<file path="config.mk">
export PLATFORM = sky130hd
export DESIGN_NAME = isqrt_unit
export DESIGN_NICKNAME = d
export VERILOG_FILES = /design/src/rtl/isqrt_pkg.sv /design/src/rtl/isqrt_ctrl.sv /design/src/rtl/isqrt_trial.sv /design/src/rtl/isqrt_datapath.sv /design/src/rtl/isqrt_unit.sv
export SDC_FILE = /design/constraint.sdc
export NUM_CORES = 1
export LEC_CHECK = 0
export ABC_CLOCK_PERIOD_IN_PS = 6300
export BUFFER_PORTS_ARGS = -buffer_cell sky130_fd_sc_hd__buf_4
export CORE_MARGIN = 8
export CORE_UTILIZATION = 62
export DETAILED_ROUTE_END_ITERATION = 16
export GPL_TIMING_DRIVEN = 0
export PLACE_DENSITY = 0.87
export REMOVE_ABC_BUFFERS = 1
export SLEW_MARGIN = 20
export SYNTH_ARGS = -nofsm -noshare
export SYNTH_HDL_FRONTEND = slang
export SYNTH_SLANG_ARGS = --single-unit
</file>
<file path="constraint.sdc">
create_clock -name clk -period 6.3 [get_ports clk]
set_input_delay 1.26 -clock clk [delete_from_list [all_inputs] [get_ports clk]]
set_output_delay 1.26 -clock clk [all_outputs]
set_load 0.005 [all_outputs]
</file>
<file path="src/rtl/isqrt_pkg.sv">
package isqrt_pkg;

    typedef enum logic [1:0] {
        ST_IDLE = 2'd0,
        ST_ITER = 2'd1,
        ST_DONE = 2'd2
    } isqrt_state_e;

endpackage

</file>
<file path="src/rtl/isqrt_ctrl.sv">
module isqrt_ctrl
    import isqrt_pkg::*;
#(
    parameter int ITERS = 32
) (
    input  logic clk,
    input  logic rst_n,
    input  logic start,
    output logic load,
    output logic step,
    output logic busy,
    output logic done
);

    localparam int CNTW = $clog2(ITERS + 1);

    isqrt_state_e   state_q, state_d;
    logic [CNTW-1:0] iter_q;
    logic            last_iter;

    assign last_iter = (iter_q == CNTW'(ITERS - 1));

    // state register
    always_ff @(posedge clk or negedge rst_n) begin
        if (!rst_n) state_q <= ST_IDLE;
        else        state_q <= state_d;
    end

    // iteration counter
    always_ff @(posedge clk or negedge rst_n) begin
        if (!rst_n)    iter_q <= '0;
        else if (load) iter_q <= '0;
        else if (step) iter_q <= iter_q + CNTW'(1);
    end

    // transitions: accept, last iteration, retire
    always_comb begin
        state_d = state_q;
        unique case (state_q)
            ST_IDLE: if (start)     state_d = ST_ITER;
            ST_ITER: if (last_iter) state_d = ST_DONE;
            ST_DONE:                state_d = ST_IDLE;
            default:                state_d = ST_IDLE;
        endcase
    end

    // outputs decoded from state
    always_comb begin
        load = 1'b0;
        step = 1'b0;
        busy = 1'b0;
        done = 1'b0;
        unique case (state_q)
            ST_IDLE: load = start;
            ST_ITER: begin
                step = 1'b1;
                busy = 1'b1;
            end
            ST_DONE: begin
                busy = 1'b1;
                done = 1'b1;
            end
            default: ;
        endcase
    end

endmodule

</file>
<file path="src/rtl/isqrt_trial.sv">
module isqrt_trial #(
    parameter  int ROOTW = 32,
    localparam int REMW  = ROOTW + 2
) (
    input  logic [REMW-1:0]  rem_shifted,
    input  logic [ROOTW-1:0] root_so_far,
    output logic             bit_taken,
    output logic [REMW-1:0]  rem_next
);

    logic [REMW-1:0] guess;
    logic [REMW:0]   diff;

    // doubled partial root with a guessed 1 below it
    assign guess     = {root_so_far, 2'b01};
    assign diff      = {1'b0, rem_shifted} - {1'b0, guess};
    assign bit_taken = ~diff[REMW];
    assign rem_next  = bit_taken ? diff[REMW-1:0] : rem_shifted;

endmodule

</file>
<file path="src/rtl/isqrt_datapath.sv">
module isqrt_datapath #(
    parameter  int OPW   = 64,
    localparam int ROOTW = OPW / 2,
    localparam int REMW  = ROOTW + 2
) (
    input  logic             clk,
    input  logic             rst_n,
    input  logic             load,
    input  logic             step,
    input  logic [OPW-1:0]   operand,
    output logic [ROOTW-1:0] root,
    output logic [REMW-1:0]  remainder
);

    logic [OPW-1:0]   pairs_q;
    logic [REMW-1:0]  rem_q;
    logic [ROOTW-1:0] root_q;
    logic [REMW-1:0]  rem_shifted;
    logic [REMW-1:0]  rem_next;
    logic             bit_taken;

    // bring in the next two most significant operand bits
    assign rem_shifted = {rem_q[REMW-3:0], pairs_q[OPW-1 -: 2]};

    isqrt_trial #(.ROOTW(ROOTW)) u_trial (
        .rem_shifted (rem_shifted),
        .root_so_far (root_q),
        .bit_taken   (bit_taken),
        .rem_next    (rem_next)
    );

    always_ff @(posedge clk or negedge rst_n) begin
        if (!rst_n) begin
            pairs_q <= '0;
            rem_q   <= '0;
            root_q  <= '0;
        end else if (load) begin
            pairs_q <= operand;
            rem_q   <= '0;
            root_q  <= '0;
        end else if (step) begin
            pairs_q <= {pairs_q[OPW-3:0], 2'b00};
            rem_q   <= rem_next;
            root_q  <= {root_q[ROOTW-2:0], bit_taken};
        end
    end

    assign root      = root_q;
    assign remainder = rem_q;

endmodule

</file>
<file path="src/rtl/isqrt_unit.sv">
module isqrt_unit #(
    parameter  int OPW   = 64,
    localparam int ROOTW = OPW / 2,
    localparam int REMW  = OPW / 2 + 2
) (
    input  logic             clk,
    input  logic             rst_n,
    input  logic             start,
    input  logic [OPW-1:0]   operand,
    output logic             busy,
    output logic             done,
    output logic [ROOTW-1:0] root,
    output logic [REMW-1:0]  remainder
);

    generate
        if ((OPW % 2) != 0 || OPW < 4) begin : g_bad_width
            $error("isqrt_unit: OPW must be even and at least 4");
        end
    endgenerate

    logic load;
    logic step;

    isqrt_ctrl #(.ITERS(ROOTW)) u_ctrl (
        .clk   (clk),
        .rst_n (rst_n),
        .start (start),
        .load  (load),
        .step  (step),
        .busy  (busy),
        .done  (done)
    );

    isqrt_datapath #(.OPW(OPW)) u_dp (
        .clk       (clk),
        .rst_n     (rst_n),
        .load      (load),
        .step      (step),
        .operand   (operand),
        .root      (root),
        .remainder (remainder)
    );

endmodule

</file>
# After elaboration in Yosys (flattened, before gate mapping)

Cells that the tools add are included.

Memory bits (writable): 0
Bits of input ports: 67
Memory bits (read-only): 0
Memories: 0
Latch bits: 0
Bits in registers: 138

Divide/modulo/power cells: 0
Equality and inequality tests: 5
$add $sub $neg: 2
Multiplexer cells: 16
Shift operators: 0
Order comparisons: 0
Reduce and logical (&&, ||, !) cells: 4
Multiply operators: 0
Bitwise gates (word level): 1

Operator list:

| kind                  | count |
|---|---|
| $mux W64              | 2 |
| $mux W34              | 3 |
| $mux W32              | 2 |
| $sub A34 B34 Y35      | 1 |
| $mux W6               | 2 |
| $add A6 B1 Y6 const B | 1 |
| $eq A6 B5 Y1 const B  | 1 |
| $mux W1               | 4 |
| $mux W2               | 2 |
| $pmux W2 S2           | 1 |
| $eq A2 B1 Y1 const B  | 1 |
| $eq A2 B2 Y1 const B  | 1 |
| $logic_not A2 Y1      | 1 |
| $ne A2 B1 Y1 const B  | 1 |
| $ne A2 B2 Y1 const B  | 1 |
| $reduce_and A2 Y1     | 1 |
| $reduce_bool A2 Y1    | 1 |
| $reduce_or A2 Y1      | 1 |
| $not A1 Y1            | 1 |

# Longest topological paths before layout

Gate-level depths: netlist (run 1).

Word-level depth: 4
Gate-level depth with buffers: 13

# Modules after synthesis

Synthesis (run 1) repeated with hierarchy kept, for this count alone.

Cells, all modules: 900
Area total of the unflattened synthesis: 8,398.1 sq um

By module, submodules not included:

| module         | times used | seq. area each (sq um) | area an instance (sq um) | cells each |
|---|---|---|---|---|
| isqrt_datapath | 1          | 3,253.1                | 5,615.4                  | 490 |
| isqrt_trial    | 1          | 0.0                    | 2,323.5                  | 366 |
| isqrt_ctrl     | 1          | 200.2                  | 459.2                    | 44 |

# Least setup slack after synthesis (run 1)

OpenSTA, ideal clock, no wires.

Kind: register to register
From: register u_dp.root_q[20], in the netlist u_dp.root[20]
To: register u_dp.rem_q[8], in the netlist u_dp.remainder[8]
Cell stages (with the launch flop): 12
Slack: 3,635 ps
Buffers on the path: 0
Data arrival time: 2,533 ps
Clock period less this slack: 2,665 ps
Data required time: 6,168 ps
Setup time: 132 ps
Path through: dfrtp_1 inv_1 ha_1 a21oi_1 and2_1 o21ai_1 a221oi_2 o21ai_4 a41oi_4 mux2_2 mux2i_1 nor2_1

Cells in the longest elaborated chain, start to end: 4

RTL lines:

| element                | RTL line             | RTL |
|---|---|---|
| from (decl)            | isqrt_datapath.sv:17 | `logic [ROOTW-1:0] root_q;` |
| from (signal assigned) | isqrt_datapath.sv:44 | `root_q <= {root_q[ROOTW-2:0], bit_taken};` |
| $sub A34 B34 Y35       | isqrt_trial.sv:16    | `assign diff = {1'b0, rem_shifted} - {1'b0, guess};` |
| $mux W34               | isqrt_trial.sv:18    | `assign rem_next = bit_taken ? diff[REMW-1:0] : rem_shifted;` |
| $mux W34               | isqrt_datapath.sv:41 | `end else if (step) begin` |
| $mux W34               | isqrt_datapath.sv:37 | `end else if (load) begin` |
| to (signal assigned)   | isqrt_datapath.sv:43 | `rem_q <= rem_next;` |
| to (decl)              | isqrt_datapath.sv:16 | `logic [REMW-1:0] rem_q;` |

Every way passes these cells. The select of a mux whose other input is x is not followed.
A chain may end at the register's enable or synchronous reset.

# Final worst setup path (run 1)

Ends and elaborated chain as after synthesis.

==> results of run 1 <==
-- critical path: cells and delay by family (launching register included) --
family                     cells  cell delay, ns
and+or+nand+nor                2            0.25
adders and majority gates      1            0.37
muxes                          2            0.49
buffers and inverters          2            0.34
DFF                            1            0.40
AOI/OAI and AO/OA              5            1.50
-- metal layers --
metal / share of wire, % / track usage, %
met1: 42 / 28.6
met2: 49 / 38.8
met3: 6.5 / 5.55
met4: 2.1 / 9.70
met5: 0 / 0
-- final cells by class --
type,instances,area [sq um]
fill,837,2710
clock inverter,10,190
tap,172,215
timing repair buffer,141,1190
sequential,138,3450
multi-input combinational,650,4290
inverter,41,154
clock buffer,21,470
-- worst max-delay path by stage --
stage               slack (ns)  cells after the start                  to
floorplan                 0.21                      5    u_ctrl.iter_q[5]
global placement         -1.19                      5    u_ctrl.iter_q[5]
detailed placement        2.84                     12   u_dp.remainder[8]
CTS                       2.83                     12   u_dp.remainder[8]
global route              2.60                     12  u_dp.remainder[23]
finish                    2.81                     12   u_dp.remainder[8]
-- synthesized netlist by cell type, types with 3 or more instances --
cell type,count,share of area [%]
a211oi_1,4,0.37
a21o_1,9,0.84
a21oi_1,70,4.3
a31oi_1,15,1.2
and2_1,5,0.39
and3_1,6,0.46
buf_1,5,0.23
buf_2,7,0.43
clkbuf_1,38,1.8
dfrtp_1,138,43
ha_1,38,5.9
inv_1,40,1.9
mux2i_1,106,13
nand2_1,97,4.5
nand2b_1,6,0.46
nand3_1,5,0.31
nand4_1,5,0.39
nor2_1,70,3.2
nor2b_1,8,0.62
nor3_1,11,0.68
o211ai_1,8,0.74
o21a_1,6,0.56
o21ai_0,108,6.7
o31ai_1,4,0.37
or3_1,3,0.23
xnor2_1,20,2.2
xor2_1,16,1.7
-- sequential cells by signal, summed over array words and instances (netlist names) --
| name | flops |
|---|---|
| u_ctrl.iter_q | 6 |
| u_ctrl.state_q | 2 |
| u_dp.pairs_q | 64 |
| u_dp.remainder | 34 |
| u_dp.root | 32 |
-- through the flow --
step           total power (uW)  std cells
4_1_cts                    5800       1173
5_1_grt                    6240       1173
6_report                   5810       1173
3_3_place_gp               4660       1135
2_1_floorplan              3900        829
3_5_place_dp               4630       1142
-- kinds of logic (layout without fill, tap and decap cells) --
family,count (synthesis),count (layout),synth area share (%)
DFF,138,138,42.7
xor gates and xnor gates,36,36,3.90
and+or+nand+nor,227,227,12.4
AOI/OAI and AO/OA,242,242,17.4
muxes,107,107,13.3
buffers and inverters,92,213,4.47
adders and majority gates,38,38,5.88
-- report_power, final --
| group | switching [uW] | internal [uW] |
|---|---|---|
| sequential | 252 | 1220 |
| clock | 376 | 734 |
| combinational | 1800 | 1420 |
| total | 2430 | 3380 |
==> results.yml, run 1 <==
clock_network:
  cts_max_level: 4
  cts_resized: 0
  cts_buffer_depth: 2
  clkLatencyLatePin_ns: 0.42
  ctsHoldBuffers: 0
  post_cts_buffers: 0
  cts_sinks: 138
  cts_tree: "done"
  cts_buffers: 17
  cts-root-buf: "clkbuf_16"
  clk_transition_reported_paths_ns: 0.06
power:
  power-per-cell-area_nw_per_um2: 583
  leakagePower_uw: 0.00470
  peakVddDrop_v: 0.000308
floorplanning:
  die_x_microns: 130
  fp.dieH_microns: 130
  die_area_sq_um: 17000
  initial_core_util_pct: 63.8
  core-area_sq_um: 12700
  rows: 41
  ios: 135
layout:
  final_cell_mix: "138 x dfrtp_1, 133 x buf_4, 108 x o21ai_0"
  syn_to_final_growth_pct: 23.1
  layout.nets: 1094
  diodes: 0
  final_common_cell: "dfrtp_1"
  drive_above_1_share_pct: 18.3
  final_core_util_pct: 78.6
  final_area_sq_um: 9960
logic_synthesis:
  avgSynthCellArea_sq_um: 9.19
  ys.flop_type: "dfrtp_1"
  synthesis.area_sq_um: 8090
  synth_cell_type_count: 52
  ys_seq_elements: 138
  syn_inst: 880
  async_reset_ff_share_pct: 100
  synth_edf_count: 0
  synth-warning-count: 0
  ys_seq_area_share_pct: 42.7
route:
  vias: 6839
  drt_iter0_drc: 435
  routedWlPerCell_microns: 16.4
  routed_wl_mm: 19.2
  postRouteAntennaNets: 0
  drt_pass1_iterations: 4
  via_per_inst: 5.83
  route.detailed.drc: 0
timing:
  hold_viol_final: 0
  period_needed_ns: 3.49
  worst_pin_slew_ns: 1.08
  skew_ns: 0.00887
  drv_slew: 0
  fin_ws_ns: 2.81
  period_share_pct: 55.4
  fin_hold_ws_ns: 0.522
  finalSetupViolCount: 0
  finalSetupTns_ns: 0
  fmax_mhz: 287
  rsz0062_at_grt: "false"
  relSlewSlack_pct: 27.5
worst_setup_path:
  critPathSlowestCell: "a41oi_4"
  startpoint_type: "flop"
  worstSetupPathType: "reg2reg"
  r2r_cells: 12
  regToRegSetupSlack_ns: 2.81
  path_cells: "inv_1 -> ha_1 -> a21oi_1 -> and2_1 -> o21ai_1 -> a221oi_2 -> o21ai_4 -> a41oi_4 -> buf_8 -> mux2_2 -> mux2i_1 -> nor2_1"
  cp.arrival_ns: 3.78
  max_stage_delay_ns: 0.67
  cp-startpoint: "u_dp.root[20]"
  critPathMaxFanout: 25
  r2r_start: "u_dp.root[20]"
  r2r_end: "u_dp.remainder[8]"
  worst_ep_required_time_ns: 6.59
  crit_path_end_kind: "flop"
placement:
  hpwl_mm: 13.2
  place_congestion: 0.893
  place_ws_ns: 2.84
  place_area_sq_um: 9300
  port_buffers: 134
global_route:
  grt_pass1_wl_mm: 32.0
  grt_use_total_pct: 23.3
  antenna_found_initial: 0
  grt_max_degree: 91
  grt_overflow: 0
  grt_pass1_vias: 6750
worst_hold_path:
  hold_start: "u_dp.pairs_q[1]"
  hold_end: "u_dp.pairs_q[1]"
  hold_depth: 2
  hold_path.class: "reg2reg"
run_status:
  status: "finished clean"
job:
  drv_cap: 0
Note: power is estimated with default switching activity, not from simulation.
==> inputs of run 2 (changes only) <==
--- a/config.mk
+++ b/config.mk
@@ -5,13 +5,14 @@
 export SDC_FILE = /design/constraint.sdc
 export NUM_CORES = 1
 export LEC_CHECK = 0
-export ABC_CLOCK_PERIOD_IN_PS = 6300
+export ABC_AREA = 1
+export ABC_CLOCK_PERIOD_IN_PS = 3150
 export BUFFER_PORTS_ARGS = -buffer_cell sky130_fd_sc_hd__buf_4
 export CORE_MARGIN = 8
-export CORE_UTILIZATION = 62
+export CORE_UTILIZATION = 52
 export DETAILED_ROUTE_END_ITERATION = 16
 export GPL_TIMING_DRIVEN = 0
-export PLACE_DENSITY = 0.87
+export PLACE_DENSITY = 0.77
 export REMOVE_ABC_BUFFERS = 1
 export SLEW_MARGIN = 20
 export SYNTH_ARGS = -nofsm -noshare
==> constraint.sdc (replaced) <==
create_clock -name clk -period 3.15 [get_ports clk]
set_input_delay 0.63 -clock clk [delete_from_list [all_inputs] [get_ports clk]]
set_output_delay 0.63 -clock clk [all_outputs]
set_load 0.005 [all_outputs]
==> results.yml, run 2 <==
power:
  leakagePower_uw: 0.00577
  comb_power_share_pct: 62.0
  pwr-share-seq_pct: 22.0
  swShare_pct: 50.6
  power_uw: 12600
  p_clk_share_pct: 16.1
  peakVddDrop_v: 0.000552
  intPower_uw: 6210
  power-per-cell-area_nw_per_um2: 1180
  p_switching_uw: 6350
placement:
  place_congestion: 0.888
  dp_cells: 1564
  hpwl_mm: 18.2
  port_buffers: 134
layout:
  layout.nets: 1473
  final_core_util_pct: 64.6
  largest_reg_flops: 64
  instances_no_fill: 1601
  final_cell_mix: "454 x nand2_1, 222 x inv_1, 138 x dfrtp_1"
  max_flop_register: "u_dp.pairs_q"
  syn_to_final_growth_pct: 22.0
  final_common_cell: "nand2_1"
  drive_above_1_share_pct: 14.7
  diodes: 0
global_route:
  antenna_found_initial: 0
  grt_pass1_wl_mm: 42.1
  grt_pass1_vias: 8593
  grt_max_degree: 92
  grt_overflow: 0
  grt_use_total_pct: 24.1
logic_synthesis:
  synth_top_cell_by_area: "dfrtp_1"
  ys.flop_type: "dfrtp_1"
  synth_area_leaders: "dfrtp_1 40%, nand2_1 20%, inv_1 9.6%, ha_1 5.5%, nand3_1 4.2%"
  syn_inst: 1246
  yosysMostFrequentCell: "nand2_1"
  avgSynthCellArea_sq_um: 6.99
  async_reset_ff_share_pct: 100
  ys_seq_elements: 138
  synth_cell_type_count: 39
  ys_seq_area_share_pct: 39.6
  yosys-top-cells-count: "454 x nand2_1, 224 x inv_1, 138 x dfrtp_1"
  synth_edf_count: 0
  yosysTopAreaCellShare_pct: 39.6
  synthesis.area_sq_um: 8710
  synth-warning-count: 0
clock_network:
  cts-root-buf: "clkbuf_16"
  cts_buffer_depth: 2
  cts_max_level: 4
  cts_sinks: 138
  cts_tree: "done"
  clk_transition_reported_paths_ns: 0.07
  cts_buffers: 17
  clkLatencyLatePin_ns: 0.44
worst_setup_path:
  max_stage_delay_ns: 0.49
  worst_ep_required_time_ns: 3.51
  r2r_cells: 13
  r2r_start: "u_dp.root[15]"
  critPathSlowestCell: "nand3_2"
  r2r_end: "u_dp.remainder[16]"
  cp-startpoint: "u_dp.root[15]"
  startpoint_type: "flop"
  regToRegSetupSlack_ns: 0.27
  critPathMaxFanout: 18
  crit_path_frequent_cell: "nand2_1"
  crit_path_end_kind: "flop"
  worstSetupPathType: "reg2reg"
  cp.arrival_ns: 3.25
  path_cells: "inv_1 -> ha_1 -> nand2_1 -> inv_1 -> a21oi_1 -> nand2_1 -> inv_2 -> nand2_1 -> nand2_2 -> nand3_2 -> nand2_1 -> nand2_1 -> o21ai_1"
timing:
  skew_ns: 0.0163
  period_share_pct: 91.5
  hold_viol_final: 0
  period_needed_ns: 2.88
  drv_slew: 0
  worst_pin_slew_ns: 0.733
  fmax_mhz: 347
  relSlewSlack_pct: 51.0
  finalSetupViolCount: 0
  rsz0062_at_grt: "false"
route:
  drt_iter0_drc: 584
  postRouteAntennaNets: 0
  route.detailed.drc: 0
  vias: 8376
  routed_wl_mm: 25.2
  via_per_inst: 5.23
  drt_pass1_iterations: 7
  routedWlPerCell_microns: 15.8
floorplanning:
  die_x_microns: 145
  initial_core_util_pct: 52.9
  die_area_sq_um: 21200
  rows: 47
  core-area_sq_um: 16500
  fp.dieH_microns: 145
  ios: 135
worst_hold_path:
  hold_path.class: "in2async"
run_status:
  status: "finished clean"
job:
  drv_cap: 0
[run 2: cell types whose count changed in the layout (fill, tap and decap cells not counted), sizes merged, moves of 19 or more]
cell / change
a21oi: -47
inv: +197
nand3: +71
o221ai: +22
mux2i: -106
o22ai: +31
nand4: +19
nand2: +364
o21ai: -78
[run 2: logic make-up (layout without fill, tap and decap cells)]
group,Yosys count,count (layout),share of synthesized area (%)
AO/OA/AOI/OAI,143,143,10.7
XOR/XNOR,15,15,1.51
adder cells (fa/ha/maj),38,38,5.46
buffers and inverters,269,402,12.1
flip-flops,138,138,39.6
AND/OR/NAND/NOR,643,645,30.6
[run 2: per-layer routing]
metal  GRT usage, %  wire (microns)  vias to the layer above
met2           40.5           11900                      247
met5              0               0                        -
met3           7.52            1920                       35
met4           6.77             439                        0
li1               -               -                     4184
met1           29.3           11000                     3910
[run 2: final cells by class]
class                      count  area [sq um]
sequential                   138          3450
timing repair buffer         143          1200
clock buffer                  18           439
multi-input combinational    841          4250
clock inverter                14           148
tap                          220           275
inverter                     227           862
fill                        1528          5840
[run 2: what timing repair did]
| item | CTS | global route |
|---|---|---|
| resized for setup | 0 | 3 |
| buffers inserted | 0 | 3 |
| cloned | 1 | 1 |
| endpoints found under the setup margin | 5 | 60 |
| pin swaps | 1 | 2 |
| hold buffers | 0 | 0 |
| endpoints found under the hold margin | 0 | 0 |
[run 2: worst max-delay path by stage]
stage / endpoint / slack (ns) / depth (start not counted)
global placement: u_dp.root[19] / -6.28 / 6
detailed placement: u_dp.remainder[30] / -0.22 / 14
floorplan: u_dp.pairs_q[12] / -2.37 / 5
finish: u_dp.remainder[16] / 0.27 / 13
CTS: u_dp.remainder[30] / 0.04 / 14
global route: u_dp.remainder[30] / 0.03 / 14
[run 2: per-stage QoR]
stage / cell area [sq um] / setup WS (ns) / setup TNS (ns) / hold WS [ns]
global route: 10600 / 0.0323 / 0 / 0.0990
global placement: 9800 / -6.28 / -640.48 / 0.464
floorplan: 8510 / -2.37 / -219.86 / 0.334
CTS: 10600 / 0.0358 / 0 / 0.0959
detailed placement: 9990 / -0.223 / -0.690 / 0.466
finish: 10600 / 0.268 / 0 / 0.0732
[run 2: worst max-delay path, delay by kind of cell, from the launching register on]
family                     cells  cell delay (ns)
and+or+nand+nor                7             1.49
DFF                            1             0.35
adders and majority gates      1             0.38
AOI/OAI and AO/OA              2             0.38
buffers and inverters          3             0.20
[run 2: power groups by stage]
stage	combinational [uW]	clock (uW)	sequential, uW
global route	8780	2130	2830
floorplan	5250	0	2710
CTS	7600	2050	2750
detailed placement	7470	0	2780
global placement	7220	0	2760
finish	7780	2020	2760
